## src/rtl/silo_pkg.sv

```systemverilog
package silo_pkg;
  localparam int CHAR_W = 8;
  localparam int LINE_W = 3;
  localparam int WORD_W = CHAR_W + LINE_W + 5;

  typedef struct packed {
    logic              ovr;
    logic              fe;
    logic              pe;
    logic [LINE_W-1:0] line;
    logic [CHAR_W-1:0] ch;
  } silo_entry_t;

  localparam int ENTRY_W = $bits(silo_entry_t);
endpackage

```

## src/rtl/silo_line_hold.sv

```systemverilog
module silo_line_hold
  import silo_pkg::*;
(
  input  logic              clk,
  input  logic              rst_n,
  input  logic              cap,
  input  logic              grant,
  input  logic [CHAR_W-1:0] ch_in,
  input  logic              fe_in,
  input  logic              pe_in,
  output logic              pending,
  output logic [CHAR_W-1:0] ch_q,
  output logic              fe_q,
  output logic              pe_q,
  output logic              ovr_q
);
  logic              pend_d, fe_d, pe_d, ovr_d, load;
  logic [CHAR_W-1:0] ch_d;

  always_comb begin
    pend_d = pending;
    ovr_d  = ovr_q;
    load   = 1'b0;
    if (cap) begin
      load   = 1'b1;
      pend_d = 1'b1;
      ovr_d  = pending && !grant;
    end else if (grant) begin
      pend_d = 1'b0;
    end
    ch_d = ch_in;
    fe_d = fe_in;
    pe_d = pe_in;
  end

  always_ff @(posedge clk or negedge rst_n) begin
    if (!rst_n) begin
      pending <= 1'b0;
      ovr_q   <= 1'b0;
      ch_q    <= '0;
      fe_q    <= 1'b0;
      pe_q    <= 1'b0;
    end else begin
      pending <= pend_d;
      ovr_q   <= ovr_d;
      if (load) begin
        ch_q <= ch_d;
        fe_q <= fe_d;
        pe_q <= pe_d;
      end
    end
  end
endmodule

```

## src/rtl/silo_prio_arb.sv

```systemverilog
module silo_prio_arb #(
  parameter int N   = 8,
  parameter int IDX = (N > 1) ? $clog2(N) : 1
) (
  input  logic [N-1:0]   req,
  output logic [N-1:0]   grant,
  output logic [IDX-1:0] grant_idx,
  output logic           any
);
  always_comb begin
    grant     = '0;
    grant_idx = '0;
    any       = 1'b0;
    for (int i = N - 1; i >= 0; i--) begin
      if (req[i]) begin
        grant     = '0;
        grant[i]  = 1'b1;
        grant_idx = IDX'(i);
        any       = 1'b1;
      end
    end
  end
endmodule

```

## src/rtl/silo_fifo.sv

```systemverilog
module silo_fifo
  import silo_pkg::*;
#(
  parameter int DEPTH = 64,
  parameter int PTR_W = $clog2(DEPTH),
  parameter int CNT_W = $clog2(DEPTH + 1)
) (
  input  logic              clk,
  input  logic              rst_n,
  input  logic              wr_req,
  input  silo_entry_t       wr_entry,
  input  logic              pop_req,
  output silo_entry_t       rd_entry,
  output logic [CNT_W-1:0]  count,
  output logic              accepted,
  output logic              dropped
);
  silo_entry_t      mem [DEPTH];
  logic [PTR_W-1:0] wr_ptr, rd_ptr, wr_ptr_d, rd_ptr_d;
  logic [CNT_W-1:0] count_d;
  logic             pop_eff, room;

  function automatic logic [PTR_W-1:0] ptr_inc(input logic [PTR_W-1:0] p);
    return (p == PTR_W'(DEPTH - 1)) ? '0 : p + 1'b1;
  endfunction

  always_comb begin
    pop_eff  = pop_req && (count != '0);
    room     = (count < CNT_W'(DEPTH)) || pop_eff;
    accepted = wr_req && room;
    dropped  = wr_req && !room;
    wr_ptr_d = accepted ? ptr_inc(wr_ptr) : wr_ptr;
    rd_ptr_d = pop_eff ? ptr_inc(rd_ptr) : rd_ptr;
    count_d  = count;
    if (accepted && !pop_eff) count_d = count + 1'b1;
    else if (!accepted && pop_eff) count_d = count - 1'b1;
  end

  always_ff @(posedge clk or negedge rst_n) begin
    if (!rst_n) begin
      wr_ptr <= '0;
      rd_ptr <= '0;
      count  <= '0;
    end else begin
      wr_ptr <= wr_ptr_d;
      rd_ptr <= rd_ptr_d;
      count  <= count_d;
    end
  end

  always_ff @(posedge clk) begin
    if (accepted) mem[wr_ptr] <= wr_entry;
  end

  assign rd_entry = mem[rd_ptr];
endmodule

```

## src/rtl/silo_irq_gen.sv

```systemverilog
module silo_irq_gen #(
  parameter int DEPTH       = 64,
  parameter int ALARM_LEVEL = 16,
  parameter int CNT_W       = $clog2(DEPTH + 1)
) (
  input  logic [CNT_W-1:0] count,
  input  logic             rxint_en,
  input  logic             alarm_en,
  output logic             irq
);
  logic reached;

  always_comb begin
    if (alarm_en) reached = (count >= CNT_W'(ALARM_LEVEL));
    else          reached = (count != '0);
    irq = rxint_en && reached;
  end
endmodule

```

## src/rtl/mux_rx_silo.sv

```systemverilog
module mux_rx_silo
  import silo_pkg::*;
#(
  parameter int NUM_LINES   = 8,
  parameter int DEPTH       = 64,
  parameter int ALARM_LEVEL = 16,
  localparam int CNT_W      = $clog2(DEPTH + 1),
  localparam int IDX_W      = (NUM_LINES > 1) ? $clog2(NUM_LINES) : 1
) (
  input  logic                        clk,
  input  logic                        rst_n,
  input  logic [NUM_LINES-1:0]        line_strobe,
  input  logic [NUM_LINES*CHAR_W-1:0] line_char,
  input  logic [NUM_LINES-1:0]        line_ferr,
  input  logic [NUM_LINES-1:0]        line_perr,
  input  logic [NUM_LINES-1:0]        rx_enable,
  input  logic                        rxint_en,
  input  logic                        alarm_en,
  input  logic                        pop,
  output logic [WORD_W-1:0]           rd_word,
  output logic                        irq
);
  logic [NUM_LINES-1:0] hold_pend, hold_fe, hold_pe, hold_ovr, grant_vec, cap_vec;
  logic [CHAR_W-1:0]    hold_ch [NUM_LINES];
  logic [IDX_W-1:0]     grant_idx;
  logic                 grant_any, fifo_accept, fifo_drop, word_valid;
  logic                 lost_q, lost_d;
  logic [CNT_W-1:0]     fill_level;
  silo_entry_t          wr_entry, head;

  assign cap_vec = line_strobe & rx_enable;

  for (genvar g = 0; g < NUM_LINES; g++) begin : g_line
    silo_line_hold u_hold (
      .clk     (clk),
      .rst_n   (rst_n),
      .cap     (cap_vec[g]),
      .grant   (grant_vec[g]),
      .ch_in   (line_char[g*CHAR_W +: CHAR_W]),
      .fe_in   (line_ferr[g]),
      .pe_in   (line_perr[g]),
      .pending (hold_pend[g]),
      .ch_q    (hold_ch[g]),
      .fe_q    (hold_fe[g]),
      .pe_q    (hold_pe[g]),
      .ovr_q   (hold_ovr[g])
    );
  end

  silo_prio_arb #(.N(NUM_LINES)) u_arb (
    .req       (hold_pend),
    .grant     (grant_vec),
    .grant_idx (grant_idx),
    .any       (grant_any)
  );

  always_comb begin
    wr_entry.ch   = hold_ch[grant_idx];
    wr_entry.fe   = hold_fe[grant_idx];
    wr_entry.pe   = hold_pe[grant_idx];
    wr_entry.ovr  = hold_ovr[grant_idx] | lost_q;
    wr_entry.line = LINE_W'(grant_idx);
  end

  silo_fifo #(.DEPTH(DEPTH)) u_fifo (
    .clk      (clk),
    .rst_n    (rst_n),
    .wr_req   (grant_any),
    .wr_entry (wr_entry),
    .pop_req  (pop),
    .rd_entry (head),
    .count    (fill_level),
    .accepted (fifo_accept),
    .dropped  (fifo_drop)
  );

  always_comb begin
    lost_d = lost_q;
    if (fifo_drop)        lost_d = 1'b1;
    else if (fifo_accept) lost_d = 1'b0;
  end

  always_ff @(posedge clk or negedge rst_n) begin
    if (!rst_n) lost_q <= 1'b0;
    else        lost_q <= lost_d;
  end

  assign word_valid = (fill_level != '0);

  always_comb begin
    if (word_valid)
      rd_word = {1'b1, head.ovr, head.fe, head.pe, 1'b0, head.line, head.ch};
    else
      rd_word = '0;
  end

  silo_irq_gen #(.DEPTH(DEPTH), .ALARM_LEVEL(ALARM_LEVEL)) u_irq (
    .count    (fill_level),
    .rxint_en (rxint_en),
    .alarm_en (alarm_en),
    .irq      (irq)
  );
endmodule

```

## config.mk

```make
export PLATFORM = sky130hd
export DESIGN_NAME = mux_rx_silo
export DESIGN_NICKNAME = d
export VERILOG_FILES = /design/src/rtl/silo_pkg.sv /design/src/rtl/silo_line_hold.sv /design/src/rtl/silo_prio_arb.sv /design/src/rtl/silo_fifo.sv /design/src/rtl/silo_irq_gen.sv /design/src/rtl/mux_rx_silo.sv
export SDC_FILE = /design/constraint.sdc
export NUM_CORES = 1
export LEC_CHECK = 0
export ABC_AREA = 1
export CAP_MARGIN = 20
export CORE_ASPECT_RATIO = 0.75
export CORE_MARGIN = 2
export CORE_UTILIZATION = 24
export CTS_BUF_LIST = sky130_fd_sc_hd__clkbuf_4 sky130_fd_sc_hd__clkbuf_8
export DETAILED_ROUTE_END_ITERATION = 8
export DONT_BUFFER_PORTS = 1
export GPL_TIMING_DRIVEN = 0
export PLACE_DENSITY = 0.4
export SETUP_SLACK_MARGIN = 0.15
export SLEW_MARGIN = 10
export SYNTH_ARGS = -nofsm -noshare
export SYNTH_HDL_FRONTEND = slang
export SYNTH_HIERARCHICAL = 1
export SYNTH_SLANG_ARGS = --single-unit
export TNS_END_PERCENT = 10
```

## constraint.sdc

```tcl
create_clock -name clk -period 9.7 [get_ports clk]
set_input_delay 0.97 -clock clk [delete_from_list [all_inputs] [get_ports clk]]
set_output_delay 0.97 -clock clk [all_outputs]
set_load 0.01 [all_outputs]
```

==> impl_metrics.json <==
{
  "run_status": "finished clean",
  "cts_buffer_depth": 3,
  "wire_per_inst_um": 21.7,
  "die_h_um": 376,
  "yosys_warnings": 6,
  "drv_slew": 0,
  "synth_top_family_by_area": "simple AND/OR/NAND/NOR gates",
  "core_area_um2": 183000,
  "synth_area_um2": 44200,
  "num_vias": 31600,
  "cts-root-buf": "clkbuf_8",
  "std_cell_rows": 136,
  "worstSetupPathType": "reg2out",
  "fmax_mhz": 182,
  "start_util_pct": 24.1,
  "grt_pass1_vias": 30400,
  "synth-seq-area-share_pct": 67.4,
  "synthSimpleGateAreaFrac_pct": 23.1,
  "cp-end-kind": "output pin",
  "p_int_w": 0.00902,
  "total_power_w": 0.0156,
  "synthCells": 4471,
  "drtPass1Iterations": 5,
  "drive_gt1_share_pct": 11.8,
  "synth-xor-area-share_pct": 0.198,
  "cts.sinks": 1012,
  "syn2layout_area_growth_pct": 17.8,
  "cp_max_fo": 10,
  "final_common_cell": "nand2_1",
  "finClkSkew_ns": 0.0370,
  "grt_pass1_wl_um": 224000,
  "power_density_nw_per_um2": 299,
  "yosys-mux-area-fraction_pct": 0,
  "p_sw_w": 0.00657,
  "hold_viol": 0,
  "finalSetupViolCount": 0,
  "hold_buffers": 2,
  "synth_compound_gate_area_share_pct": 2.04,
  "ys_ff_latch": 1012,
  "antenna_found_initial": 7,
  "pwr-share-seq_pct": 36.3,
  "viasPerCell": 4.35,
  "r2r_setup_slack_ns": 5.93,
  "overflow": 0,
  "p_comb_share_pct": 38.3,
  "routabilityCongestion": 0.851,
  "clkLatencyLatePin_ns": 0.91,
  "nets": 4834,
  "layout_common_cells": "1,631 x nand2_1, 896 x edfxtp_1, 489 x inv_1",
  "required_ns": 8.73,
  "cap_violations": 0,
  "boundaryPins": 118,
  "cts_buffers": 179,
  "ant_nets": 0,
  "grt_max_degree": 117,
  "die_x_um": 500,
  "synth_fa_ha_area_share_pct": 0.272,
  "arrival_ns": 4.53,
  "worst_pin_slew_ns": 1.25,
  "cts_resized": 0,
  "setup-tns-final_ns": 0,
  "hold_path_class": "in2reg",
  "cts_tree": "built",
  "post-cts-setup-buffers": 0,
  "start_kind": "flop",
  "port_buffers": 0,
  "period_minus_slack_ns": 5.50,
  "h-tree-depth": 4,
  "period_share_pct": 56.7,
  "grt_setup_unrepaired": "no",
  "dr.first_iter.drc_count": 3168,
  "dpl-instance-area_um2": 48600,
  "clkSlewWorstSetupHoldPaths_ns": 0.07,
  "synth_cell_type_count": 38,
  "avgSynthCellArea_um2": 9.89,
  "post-route-cell-area_um2": 52100,
  "dp_hpwl_um": 110000,
  "dieArea_um2": 188000,
  "switching_share_pct": 42.2,
  "grtUsageTotal_pct": 16.7,
  "timing.slew.headroom_pct": 16.8,
  "wirelength_um": 158000,
  "leakagePower_nw": 21.5,
  "drc": 0,
  "p_clk_share_pct": 25.4,
  "syn_nets": 4581,
  "ir_drop_v": 0.000179
}
## cell families (layout without fill, tap and decap cells)
logic type / after synthesis / in the layout
buf+inv: 731 / 1117
other cells: 1 / 2
xor+xnor: 10 / 10
fa+ha+maj: 9 / 9
compound gates: 179 / 179
simple gates: 2529 / 2529
flops: 1012 / 1012
## synth_stat cells
| cell | instances | share of area, % |
|---|---|---|
| inv_8 | 1 | 0.025 |
| o21ai_0 | 131 | 1.5 |
| nand2_2 | 21 | 0.30 |
| nand3_2 | 1 | 0.023 |
| inv_2 | 13 | 0.11 |
| nor3_2 | 2 | 0.045 |
| a211oi_1 | 1 | 0.017 |
| nor2_4 | 1 | 0.025 |
| clkinv_1 | 4 | 0.034 |
| nand2_1 | 1641 | 14 |
| conb_1 | 1 | 0.0085 |
| fa_1 | 1 | 0.045 |
| xor2_1 | 6 | 0.12 |
| or2_2 | 8 | 0.11 |
| edfxtp_1 | 896 | 61 |
| a31oi_1 | 2 | 0.028 |
| nor2_1 | 363 | 3.1 |
| o21ai_1 | 10 | 0.11 |
| nor3b_1 | 1 | 0.017 |
| inv_1 | 490 | 4.2 |
| clkbuf_1 | 73 | 0.62 |
| nand3_1 | 470 | 5.3 |
| buf_2 | 66 | 0.75 |
| buf_6 | 19 | 0.48 |
| nor3_1 | 10 | 0.11 |
| nor4_1 | 2 | 0.028 |
| o21bai_1 | 1 | 0.017 |
| xnor2_1 | 4 | 0.079 |
| buf_12 | 2 | 0.091 |
| buf_4 | 22 | 0.37 |
| nand4_1 | 5 | 0.071 |
| a21oi_1 | 34 | 0.38 |
| ha_1 | 8 | 0.23 |
| nor2_2 | 2 | 0.028 |
| and2_1 | 1 | 0.014 |
| dfrtp_1 | 116 | 6.6 |
| and3_1 | 1 | 0.014 |
| buf_1 | 41 | 0.35 |
## cell type report
| type | count | area [um2] |
|---|---|---|
| Fill cell | 19200 | 131000 |
| Sequential cell | 1012 | 29800 |
| Multi-Input combinational cell | 2728 | 11600 |
| Clock buffer | 251 | 3080 |
| Tap cell | 2415 | 3020 |
| Inverter | 508 | 1920 |
| Buffer | 223 | 1180 |
| Timing Repair Buffer | 72 | 1140 |
| Clock inverter | 63 | 380 |
| Antenna cell | 1 | 2.50 |
## stage by stage
step,worst slack (ns),hold slack [ns],cells,util (%)
4_1_cts,4.09,0.0701,7269,28.4
2_1_floorplan,4.99,0.442,4471,-
3_5_place_dp,5.11,0.458,6953,26.5
6_report,4.20,0.179,7273,28.4
5_1_grt,4.01,0.124,7273,28.4
3_3_place_gp,-3.00,0.458,6886,25.8
## power by group through the flow
stage | Clock (W) | Sequential, W | Combinational (W)
CTS | 0.00409 | 0.00566 | 0.00593
floorplan | 0 | 0.00574 | 0.00301
detailed placement | 0 | 0.00575 | 0.00590
global route | 0.00425 | 0.00569 | 0.00645
finish | 0.00396 | 0.00566 | 0.00597
global placement | 0 | 0.00589 | 0.00565
## layer usage
layer | global-route usage, % | wire, um
met1 | 24.6 | 77300
met2 | 23.4 | 64400
met3 | 4.88 | 13200
met4 | 4.32 | 3100
met5 | 0 | 12
## path summary, 6_finish.rpt
path / start / cells after the start / endpoint
max: u_fifo/rd_ptr[1]$_DFFE_PN0P_ / 11 / rd_word[4]
min: line_char[62] / 2 / g_line[7].u_hold/ch_q[6]$_DFFE_PN0P_
max reg2reg: g_line[0].u_hold/pending$_DFFE_PN0P_ / 6 / u_fifo/mem[61][2]$_DFFE_PP_
min reg2reg: g_line[3].u_hold/ch_q[7]$_DFFE_PN0P_ / 2 / g_line[3].u_hold/ch_q[7]$_DFFE_PN0P_
max in group asynchronous: rst_n / 2 / u_fifo/count[6]$_DFFE_PN0P_
min in group asynchronous: rst_n / 2 / g_line[1].u_hold/ch_q[3]$_DFFE_PN0P_
## worst max-delay path, stage by stage, from the launching register on
cell	delay [ns]
dfrtp_1	0.44
buf_2	0.44
clkbuf_1	0.96
buf_2	0.42
nand2_1	0.08
nand3_1	0.20
nand3_1	0.20
nand2_1	0.12
nand3_1	0.20
nand2_1	0.16
inv_1	0.09
nor2_1	0.30
## flip-flops by register name, summed over array words and instances, names as in the netlist, 7 cells and up
name	flops
g_line.u_hold/pending	8
g_line.u_hold/ovr_q	8
g_line.u_hold/fe_q	8
u_fifo/mem	896
g_line.u_hold/pe_q	8
u_fifo/count	7
g_line.u_hold/ch_q	64
(Power assumes the default switching activity.)
